--- src/rtl/sr_pkg.sv ---
package sr_pkg;
    localparam int SW_W   = 16;
    localparam int MASK_W = 3;
    localparam int OPC_W  = 4;

    localparam int BIT_T  = 15;
    localparam int BIT_S  = 13;
    localparam int BIT_I0 = 8;
    localparam int BIT_X  = 4;
    localparam int BIT_N  = 3;
    localparam int BIT_Z  = 2;
    localparam int BIT_V  = 1;
    localparam int BIT_C  = 0;

    localparam logic [MASK_W-1:0] RST_MASK = '1;

    typedef enum logic [OPC_W-1:0] {
        OPC_NONE  = 4'd0,
        OPC_ADD   = 4'd1,
        OPC_SUB   = 4'd2,
        OPC_NEG   = 4'd3,
        OPC_SHIFT = 4'd4,
        OPC_CMP   = 4'd5,
        OPC_MOVE  = 4'd6,
        OPC_LOGIC = 4'd7,
        OPC_MUL   = 4'd8,
        OPC_DIV   = 4'd9,
        OPC_TEST  = 4'd10,
        OPC_CLR   = 4'd11
    } opc_e;

    typedef struct packed {
        logic x;
        logic n;
        logic z;
        logic v;
        logic c;
    } flags_t;

    typedef struct packed {
        logic              t;
        logic              s;
        logic [MASK_W-1:0] mask;
    } sysb_t;

    typedef struct packed {
        sysb_t  sys;
        flags_t fl;
    } sr_state_t;

    function automatic logic [SW_W-1:0] pack_sr(sr_state_t st);
        logic [SW_W-1:0] w;
        w = '0;
        w[BIT_T] = st.sys.t;
        w[BIT_S] = st.sys.s;
        w[BIT_I0 +: MASK_W] = st.sys.mask;
        w[BIT_X] = st.fl.x;
        w[BIT_N] = st.fl.n;
        w[BIT_Z] = st.fl.z;
        w[BIT_V] = st.fl.v;
        w[BIT_C] = st.fl.c;
        return w;
    endfunction
endpackage

--- src/rtl/sr_flag_unit.sv ---
module sr_flag_unit
    import sr_pkg::*;
(
    input  logic [OPC_W-1:0] op_class,
    input  logic             alu_n,
    input  logic             alu_z,
    input  logic             alu_v,
    input  logic             alu_c,
    input  logic             ccr_wr,
    input  logic [4:0]       wr_flags,
    input  flags_t           fl_q,
    output flags_t           fl_d
);
    typedef enum logic [1:0] {UPD_HOLD, UPD_KEEPX, UPD_ARITH} upd_e;
    upd_e upd;

    always_comb begin
        unique case (op_class)
            OPC_ADD, OPC_SUB, OPC_NEG, OPC_SHIFT:
                upd = UPD_ARITH;
            OPC_CMP, OPC_MOVE, OPC_LOGIC, OPC_MUL, OPC_DIV, OPC_TEST, OPC_CLR:
                upd = UPD_KEEPX;
            default:
                upd = UPD_HOLD;
        endcase
    end

    always_comb begin
        fl_d = fl_q;
        if (ccr_wr) begin
            fl_d.x = wr_flags[BIT_X];
            fl_d.n = wr_flags[BIT_N];
            fl_d.z = wr_flags[BIT_Z];
            fl_d.v = wr_flags[BIT_V];
            fl_d.c = wr_flags[BIT_C];
        end else if (upd != UPD_HOLD) begin
            fl_d.n = alu_n;
            fl_d.z = alu_z;
            fl_d.v = alu_v;
            fl_d.c = alu_c;
            if (upd == UPD_ARITH) fl_d.x = alu_c;
        end
    end
endmodule

--- src/rtl/sr_sys_unit.sv ---
module sr_sys_unit
    import sr_pkg::*;
(
    input  sysb_t             sys_q,
    input  logic              sys_wr,
    input  logic              wr_t,
    input  logic              wr_s,
    input  logic [MASK_W-1:0] wr_mask,
    input  logic              mode_req,
    input  logic              mode_to_sup,
    output sysb_t             sys_d,
    output logic              sp_sup_sel
);
    logic wr_granted;

    assign wr_granted = sys_wr && sys_q.s;

    always_comb begin
        sys_d = sys_q;
        if (mode_req) begin
            sys_d.s = mode_to_sup;
        end else if (wr_granted) begin
            sys_d.t    = wr_t;
            sys_d.s    = wr_s;
            sys_d.mask = wr_mask;
        end
    end

    assign sp_sup_sel = sys_q.s;
endmodule

--- src/rtl/status_word_reg.sv ---
module status_word_reg
    import sr_pkg::*;
(
    input  logic                clk,
    input  logic                rst_n,
    input  logic [OPC_W-1:0]    op_class,
    input  logic                alu_n,
    input  logic                alu_z,
    input  logic                alu_v,
    input  logic                alu_c,
    input  logic                ccr_wr,
    input  logic                sys_wr,
    input  logic [SW_W-1:0]     wr_data,
    input  logic                mode_req,
    input  logic                mode_to_sup,
    output logic [SW_W-1:0]     status,
    output logic                sp_sup_sel
);
    localparam sr_state_t RST_STATE = '{
        sys: '{t: 1'b0, s: 1'b1, mask: RST_MASK},
        fl:  '0
    };

    sr_state_t state_q, state_d;
    flags_t    fl_d;
    sysb_t     sys_d;

    sr_flag_unit u_flag (
        .op_class (op_class),
        .alu_n    (alu_n),
        .alu_z    (alu_z),
        .alu_v    (alu_v),
        .alu_c    (alu_c),
        .ccr_wr   (ccr_wr),
        .wr_flags (wr_data[4:0]),
        .fl_q     (state_q.fl),
        .fl_d     (fl_d)
    );

    sr_sys_unit u_sys (
        .sys_q       (state_q.sys),
        .sys_wr      (sys_wr),
        .wr_t        (wr_data[BIT_T]),
        .wr_s        (wr_data[BIT_S]),
        .wr_mask     (wr_data[BIT_I0 +: MASK_W]),
        .mode_req    (mode_req),
        .mode_to_sup (mode_to_sup),
        .sys_d       (sys_d),
        .sp_sup_sel  (sp_sup_sel)
    );

    always_comb begin
        state_d     = state_q;
        state_d.fl  = fl_d;
        state_d.sys = sys_d;
    end

    always_ff @(posedge clk) begin
        if (!rst_n) state_q <= RST_STATE;
        else        state_q <= state_d;
    end

    assign status = pack_sr(state_q);
endmodule

--- config.mk ---
export PLATFORM = sky130hd
export DESIGN_NAME = status_word_reg
export DESIGN_NICKNAME = d
export VERILOG_FILES = /design/src/rtl/sr_pkg.sv /design/src/rtl/sr_flag_unit.sv /design/src/rtl/sr_sys_unit.sv /design/src/rtl/status_word_reg.sv
export SDC_FILE = /design/constraint.sdc
export NUM_CORES = 1
export LEC_CHECK = 0
export BUFFER_PORTS_ARGS = -buffer_cell sky130_fd_sc_hd__buf_2
export CORE_MARGIN = 1.5
export CORE_UTILIZATION = 35
export DETAILED_ROUTE_END_ITERATION = 8
export GPL_ROUTABILITY_DRIVEN = 0
export PLACE_DENSITY = 0.84
export SLEW_MARGIN = 20
export SYNTH_ARGS = -nofsm -noshare
export SYNTH_HDL_FRONTEND = slang
export SYNTH_SLANG_ARGS = --single-unit
--- constraint.sdc ---
create_clock -name clk -period 1.29 [get_ports clk]
set_input_delay 0.129 -clock clk [delete_from_list [all_inputs] [get_ports clk]]
set_output_delay 0.129 -clock clk [all_outputs]
set_load 0.02 [all_outputs]
==> impl_metrics.yaml, run 1 <==
status:
  run_status: "complete, no violations"
logic_synthesis:
  netlist-cell-type-count: 20
  synth.top_cells.by_count: "sky130_fd_sc_hd__dfxtp_1, sky130_fd_sc_hd__o21ai_0, sky130_fd_sc_hd__buf_4, sky130_fd_sc_hd__nand2_1"
  synth_edf_count: 0
  ys_ff_latch: 10
  synth_flop_cell: "sky130_fd_sc_hd__dfxtp_1"
  gate_count_post_synth: 59
  synthesis.area_per_instance_um2: 8.65
  postSynth.asyncResetShare: 0
  synth_sequential_area_ratio: 0.392
  syn_area_um2: 510
  synthDominantAreaCellType: "sky130_fd_sc_hd__dfxtp_1"
  synth_top_area_share: 0.392
  yosys_warnings: 0
  ys_top_cells_by_area: "sky130_fd_sc_hd__dfxtp_1, sky130_fd_sc_hd__buf_4, sky130_fd_sc_hd__o21ai_0"
  synth.most_common_cell: "sky130_fd_sc_hd__dfxtp_1"
sta:
  final-hold-violation-count: 0
  finalCriticalPeriod_ns: 0.979
  slew_violations: 0
  finalSetupViolCount: 0
  total_neg_setup_slack_ns: 0
  max_freq_ghz: 1.02
  rsz_0062_raised_after_global_routing: "false"
  final.setup_skew_ns: 0.00132
  period_share: 0.759
worst_setup_path:
  cp_data_required_time_ns: 1.45
  cpPeakStageDelay_ns: 0.36
  critPathLaunchType: "flip-flop"
  cp_top_family: "flip-flops"
  cells_along_the_critical_path: "nand3b_1 > mux2i_1 > nand2_1"
  worst-setup-path-type: "flip-flop to flip-flop"
  signal_arrival_time_at_the_worst_endpoint_ns: 1.14
  cp_buf_inv_count: 0
  worstPathMaxFanout: 4
  critical-path-slowest-cell: "sky130_fd_sc_hd__dfxtp_1"
  timing.critical_path.to_type: "flip-flop"
pwr:
  power_density_nw_per_um2: 1140
  ir_drop_uv: 439
  power_leakage_nw: 0.361
clock_network:
  ctsLongestPathBuffers: 2
  cts_resized: 0
  number_of_setup_buffers_added_after_cts: 0
  number_of_hold_buffers_added_after_cts: 0
  cts_tree: "done"
  cts_buffer_count: 3
  cts_htree_levels: 1
  clock_sink_count: 10
  clkTransAtPathRegs_ns: 0.07
  clk-insertion-delay-late_ns: 0.27
  ctsRootBufferMaster: "sky130_fd_sc_hd__clkbuf_4"
floorplanning:
  start_util: 0.383
  chip_height_um: 41.2
  rows: 13
  design.die.area_um2: 1700
  ioPinCount: 47
  core_area_um2: 1330
  die_width_um: 41.2
routing:
  antenna_left: 0
  drt_iter0_markers: 3
  drt-wirelength-per-cell_um: 11.0
  drc: 0
  viasPerCell: 4.91
  pre_antenna_drt_iters: 2
  dr_total_vias: 540
  routed_wl_um: 1210
finish:
  multi_input_area_um2: 258
  insertedDiodeCount: 0
  largest_register_ffs: 10
  synthToLayoutAreaGrowth_pct: 37.5
  register_area_um2: 200
  fin_util: 0.526
  design_area_um2: 702
  nNetsFinal: 126
  filler_cell_count: 129
  drive_above_1_share: 0.432
placed_design:
  placement.io_buffers: 34
  dp_hpwl_um: 952
  placedInstanceArea_um2: 666
global_route:
  track_usage: 0.158
  busiest_layer: "met2"
  grt_start_max_net_pins: 11
  overflow: 0
  grt_util_met3: 0.0489
  grt_pass1_wl_um: 1700
  gr-usage-met2: 0.297
  globalRouteMet1Util: 0.145
  initial_antenna_violation_count: 0
  first_global_vias: 460
flow_run:
  cap_viol_max_count: 0
hold_path:
  holdCritPathClass: "input pin to flip-flop"
[cell families (layout without fill, tap and decap cells)]
logic type      Yosys count  count (layout)  share of synthesized area
mux                       4               4                     0.0784
simple gates             11              11                      0.120
compound gates           22              22                      0.262
flops                    10              10                      0.392
other cells               1               6                    0.00735
buf+inv                  11              42                      0.140
[tightest hold or removal path, cell delays in order]
cell and delay, ns:
sky130_fd_sc_hd__buf_2 0.08, sky130_fd_sc_hd__mux2i_1 0.05, sky130_fd_sc_hd__nand2_1 0.05
[path summary, 6_finish.rpt]
path	startpoint	to	slack (ns)	cells past startpoint
setup reg to reg	status[13]	status[9]	0.31	3
hold reg to reg	status[10]	status[10]	0.47	2
setup / recovery	status[13]	status[9]	0.31	3
hold / removal	wr_data[10]	status[10]	0.07	3
[cell type report]
cell class,count,area share
timing repair buffer,35,0.253
multi-input combinational,43,0.367
tap,15,0.0267
clock buffer,4,0.0517
inverter,3,0.0160
sequential,10,0.285
[cell usage in the layout (no fill, tap or decap), types with 3 or more instances in the layout]
master,n
sky130_fd_sc_hd__a21oi_1,4
sky130_fd_sc_hd__a31oi_1,4
sky130_fd_sc_hd__buf_2,34
sky130_fd_sc_hd__clkbuf_4,3
sky130_fd_sc_hd__conb_1,6
sky130_fd_sc_hd__dfxtp_1,10
sky130_fd_sc_hd__inv_1,3
sky130_fd_sc_hd__mux2i_1,4
sky130_fd_sc_hd__nand2_1,5
sky130_fd_sc_hd__o21ai_0,9
[power by group]
part	switching (mW)	leakage, nW	internal, mW
Combinational	0.100	0.257	0.0686
Sequential	0.00872	0.0828	0.329
Clock	0.119	0.0210	0.172
[per-layer routing]
layer	vias up	wire (um)
met5	-	0
met4	0	19
met3	3	121
met2	29	553
met1	233	511
li1	275	-
[stage by stage]
| step | setup WS, ns | total power, mW | hold slack [ns] | cells |
|---|---|---|---|---|
| 2_1_floorplan | 0.266 | 0.459 | 0.253 | 64 |
| 3_3_place_gp | 0.109 | 0.510 | 0.346 | 106 |
| 3_5_place_dp | 0.0715 | 0.514 | 0.347 | 106 |
| 4_1_cts | 0.286 | 0.795 | 0.0727 | 110 |
| 5_1_grt | 0.207 | 0.839 | 0.0606 | 110 |
| 6_report | 0.311 | 0.797 | 0.0681 | 110 |
No activity file was read; power rests on OpenSTA's default activity.
==> run 2, diff against run 1 <==
==> constraint.sdc (replaced) <==
create_clock -name clk -period 1 [get_ports clk]
set_input_delay 0.1 -clock clk [delete_from_list [all_inputs] [get_ports clk]]
set_output_delay 0.1 -clock clk [all_outputs]
set_load 0.02 [all_outputs]
==> impl_metrics.yaml, run 2 (same netlist as run 1, synthesis figures left out) <==
status:
  run_status: "complete, no violations"
routing:
  antenna_left: 0
  routed_wl_um: 1300
  pre_antenna_drt_iters: 4
  drt_iter0_markers: 7
  drc: 0
  drt-wirelength-per-cell_um: 11.5
  dr_total_vias: 553
  viasPerCell: 4.89
global_route:
  track_usage: 0.163
  grt_pass1_wl_um: 1770
  overflow: 0
  first_global_vias: 476
  grt_start_max_net_pins: 11
  initial_antenna_violation_count: 0
placed_design:
  dpl_worst_slack_ns: -0.177
  placement.io_buffers: 34
  placedInstanceArea_um2: 689
  dp_hpwl_um: 1030
finish:
  insertedDiodeCount: 0
  most_common_cell_after_layout_fill_and_taps_aside: "sky130_fd_sc_hd__buf_2"
  synthToLayoutAreaGrowth_pct: 42.2
  highest_count_cells_in_the_layout_ignoring_fill_and_taps: "sky130_fd_sc_hd__buf_2, sky130_fd_sc_hd__o21ai_0, sky130_fd_sc_hd__dfxtp_1"
  largest_register_ffs: 10
  nNetsFinal: 129
  drive_above_1_share: 0.459
  design_area_um2: 726
pwr:
  ir_drop_uv: 723
  sequentialPowerShare: 0.425
  comb_power_share: 0.222
  pwr-share-clk: 0.353
  power.internal_uw: 742
  power_leakage_nw: 0.375
  power_density_nw_per_um2: 1420
  netSwitchingFraction: 0.278
  p_switching_uw: 286
sta:
  final-hold-violation-count: 0
  finalCriticalPeriod_ns: 0.966
  finalSetupViolCount: 0
  hold-worst-slack_ns: 0.0465
  period_share: 0.966
  final.setup_skew_ns: 0.00112
  rsz_0062_raised_after_global_routing: "true"
  max_freq_ghz: 1.03
  final.setup.worst_slack_ns: 0.0336
  slew_violations: 0
worst_setup_path:
  timing.critical_path.to_type: "flip-flop"
  signal_arrival_time_at_the_worst_endpoint_ns: 1.12
  critPathLaunchType: "flip-flop"
  worst-setup-path-type: "flip-flop to flip-flop"
  cp_data_required_time_ns: 1.16
  ff2ff_setup_slack_ns: 0.03
  worstPathMaxFanout: 4
  critical-path-slowest-cell: "sky130_fd_sc_hd__dfxtp_2"
  cells_along_the_critical_path: "nand3b_1 > mux2i_1 > nand2_1"
  cpPeakStageDelay_ns: 0.33
clock_network:
  clock_sink_count: 10
  cts_htree_levels: 1
  clkTransAtPathRegs_ns: 0.07
  number_of_hold_buffers_added_after_cts: 0
  cts_buffer_count: 3
  cts_tree: "done"
  number_of_setup_buffers_added_after_cts: 0
  ctsLongestPathBuffers: 2
  ctsRootBufferMaster: "sky130_fd_sc_hd__clkbuf_4"
  clk-insertion-delay-late_ns: 0.26
floorplanning:
  ioPinCount: 47
  design.die.area_um2: 1700
  die_width_um: 41.2
  rows: 13
  start_util: 0.383
  chip_height_um: 41.2
  core_area_um2: 1330
hold_path:
  holdCritPathClass: "input pin to flip-flop"
flow_run:
  cap_viol_max_count: 0
-- run 2: timing repair --
item,4_1_cts,5_1_grt
hold endpoints to repair,0,0
gates resized for setup,0,0
endpoints found under the setup margin,0,4
-- run 2: per-stage QoR --
step                      power (mW)   util  setup TNS (ns)  std cells
final                           1.03  0.544               0        113
after CTS                       1.04  0.544               0        113
after detailed placement       0.675  0.517          -0.783        109
after floorplan                0.593      -               0         64
after global placement         0.668  0.517          -0.647        109
after global routing            1.09  0.544          -0.190        113
-- run 2: final timing paths --
| check | from | to | cells past startpoint |
|---|---|---|---|
| worst max-delay path | status[13] | status[9] | 3 |
| worst min-delay path | wr_data[10] | status[10] | 3 |
| worst max register to register | status[13] | status[9] | 3 |
| worst min register to register | status[8] | status[8] | 2 |
-- run 2: critical path: cells and delay by family (launching register included) --
kind             cells  cell delay [ns]
DFF                  1             0.33
and+or+nand+nor      2             0.28
muxes                1             0.25
-- run 2: layer usage --
layer | wire length, um | part of all wire | GRT usage
met5 | 0 | 0 | 0
met1 | 521 | 0.40 | 0.160
met2 | 616 | 0.47 | 0.297
met4 | 0 | 0 | 0.0726
met3 | 162 | 0.12 | 0.0652
-- run 2: layout make-up --
| type | instances | area [um2] |
|---|---|---|
| Timing Repair Buffer | 38 | 200 |
| Fill cell | 138 | 608 |
| Sequential cell | 10 | 201 |
| Tap cell | 15 | 18.8 |
| Clock buffer | 4 | 36.3 |
| Inverter | 3 | 11.3 |
| Multi-Input combinational cell | 43 | 258 |
-- run 2: power by group through the flow --
stage | registers, mW | logic (mW) | clock network (mW)
after global routing | 0.441 | 0.254 | 0.396
final | 0.437 | 0.228 | 0.363
after floorplan | 0.479 | 0.114 | 0
after global placement | 0.445 | 0.223 | 0
after CTS | 0.437 | 0.230 | 0.375
after detailed placement | 0.446 | 0.229 | 0
==> run 3, diff against run 2 <==
--- a/config.mk
+++ b/config.mk
@@ -11,6 +11,7 @@
 export DETAILED_ROUTE_END_ITERATION = 8
 export GPL_ROUTABILITY_DRIVEN = 0
 export PLACE_DENSITY = 0.84
+export REMOVE_ABC_BUFFERS = 1
 export SLEW_MARGIN = 20
 export SYNTH_ARGS = -nofsm -noshare
 export SYNTH_HDL_FRONTEND = slang
==> impl_metrics.yaml, run 3 (same netlist as run 1, synthesis figures left out) <==
worst_setup_path:
  worstPathMaxFanout: 3
  cp_buf_inv_count: 2
  crit_path_start: "status[13]"
  cells_along_the_critical_path: "buf_4 > buf_2"
  cpPeakStageDelay_ns: 0.32
  cp_data_required_time_ns: 0.90
  critical-path-slowest-cell: "sky130_fd_sc_hd__dfxtp_2"
  worstReg2RegStart: "status[13]"
  cp_top_family: "flip-flops"
  signal_arrival_time_at_the_worst_endpoint_ns: 0.85
  timing.critical_path.to_type: "output port"
  worst-setup-path-type: "flip-flop to output port"
  critPathLaunchType: "flip-flop"
flow_run:
  cap_viol_max_count: 0
routing:
  dr_total_vias: 560
  pre_antenna_drt_iters: 3
  drt_iter0_markers: 5
  dr.max_layer_used: "met3"
  met2RoutedLength_um: 612
  drt-wirelength-per-cell_um: 10.5
  routed_wl_um: 1200
  drc: 0
  detail_route.wirelength.met1_um: 500
  wl_met3_um: 87
  viasPerCell: 4.91
  antenna_left: 0
finish:
  highest_count_cells_in_the_layout_ignoring_fill_and_taps: "sky130_fd_sc_hd__buf_2, sky130_fd_sc_hd__o21ai_0, sky130_fd_sc_hd__dfxtp_1"
  insertedDiodeCount: 0
  synthToLayoutAreaGrowth_pct: 42.4
  nNetsFinal: 131
  drive_above_1_share: 0.465
  largest_register_ffs: 10
  most_common_cell_after_layout_fill_and_taps_aside: "sky130_fd_sc_hd__buf_2"
floorplanning:
  start_util: 0.383
  rows: 13
  design.die.area_um2: 1700
  core_area_um2: 1330
  die_width_um: 41.2
  ioPinCount: 47
  chip_height_um: 41.2
clock_network:
  ctsRootBufferMaster: "sky130_fd_sc_hd__clkbuf_4"
  cts_htree_levels: 1
  cts_tree: "done"
  clk-insertion-delay-late_ns: 0.26
  clock_sink_count: 10
  clkTransAtPathRegs_ns: 0.06
  cts_buffer_count: 3
  ctsLongestPathBuffers: 2
pwr:
  power.total_uw: 940
  power_leakage_nw: 0.377
  power_density_nw_per_um2: 1290
  ir_drop_uv: 776
global_route:
  track_usage: 0.166
  grt_start_max_net_pins: 11
  overflow: 0
  initial_antenna_violation_count: 0
  grt_pass1_wl_um: 1790
  first_global_vias: 449
sta:
  rsz_0062_raised_after_global_routing: "true"
  slew_violations: 0
  final-hold-violation-count: 0
  hold-worst-slack_ns: 0.0460
  max_freq_ghz: 1.05
  period_share: 0.951
  finalCriticalPeriod_ns: 0.951
  total_neg_setup_slack_ns: 0
  finalSetupViolCount: 0
  final.setup_skew_ns: 0.00388
status:
  run_status: "complete, no violations"
hold_path:
  worstHoldStart: "wr_data[9]"
  holdCritPathClass: "input pin to flip-flop"
placed_design:
  dp_hpwl_um: 989
  placement.io_buffers: 34
-- run 3: report_power, final --
group          total [mW]  internal (mW)  switching (mW)
clock network       0.268          0.139           0.129
registers           0.437          0.425          0.0115
logic               0.235          0.102           0.133
-- run 3: worst register-to-register path: cells and delay by family (launching register included) --
| family | cells | cell delay, ns |
|---|---|---|
| flops | 1 | 0.32 |
| mux | 1 | 0.23 |
| simple gates | 2 | 0.29 |
-- run 3: routing by layer --
layer | global-route usage | vias to the layer above
li1 | - | 282
met1 | 0.186 | 258
met2 | 0.285 | 20
met3 | 0.0815 | 0
met4 | 0.0242 | 0
met5 | 0 | -
-- run 3: repair_timing --
item / CTS / global route
gates resized for setup: 0 / 1
setup buffers: 0 / 0
setup endpoints to repair: 0 / 5
hold buffers: 0 / 0
-- run 3: path summary, 6_finish.rpt --
| kind | endpoint | slack, ns | depth (start not counted) |
|---|---|---|---|
| min reg2reg | status[1] | 0.48 | 2 |
| max | status[13] | 0.05 | 2 |
| max reg2reg | status[9] | 0.06 | 3 |
| min | status[9] | 0.05 | 3 |
-- run 3: final cells by class --
| type | instances | area (um2) |
|---|---|---|
| Multi-Input combinational cell | 43 | 258 |
| Clock buffer | 3 | 22.5 |
| Tap cell | 15 | 18.8 |
| Inverter | 3 | 11.3 |
| Timing Repair Buffer | 40 | 215 |
| Fill cell | 146 | 607 |
| Sequential cell | 10 | 201 |
-- run 3: per-stage QoR --
step / std cells / util / worst slack [ns] / area [um2]
3_5_place_dp: 111 / 0.527 / -0.155 / 703
3_3_place_gp: 111 / 0.527 / -0.126 / 703
5_1_grt: 114 / 0.545 / -0.0268 / 727
2_1_floorplan: 56 / - / -0.172 / 469
4_1_cts: 114 / 0.544 / 0.0374 / 726
6_report: 114 / 0.545 / 0.0493 / 727
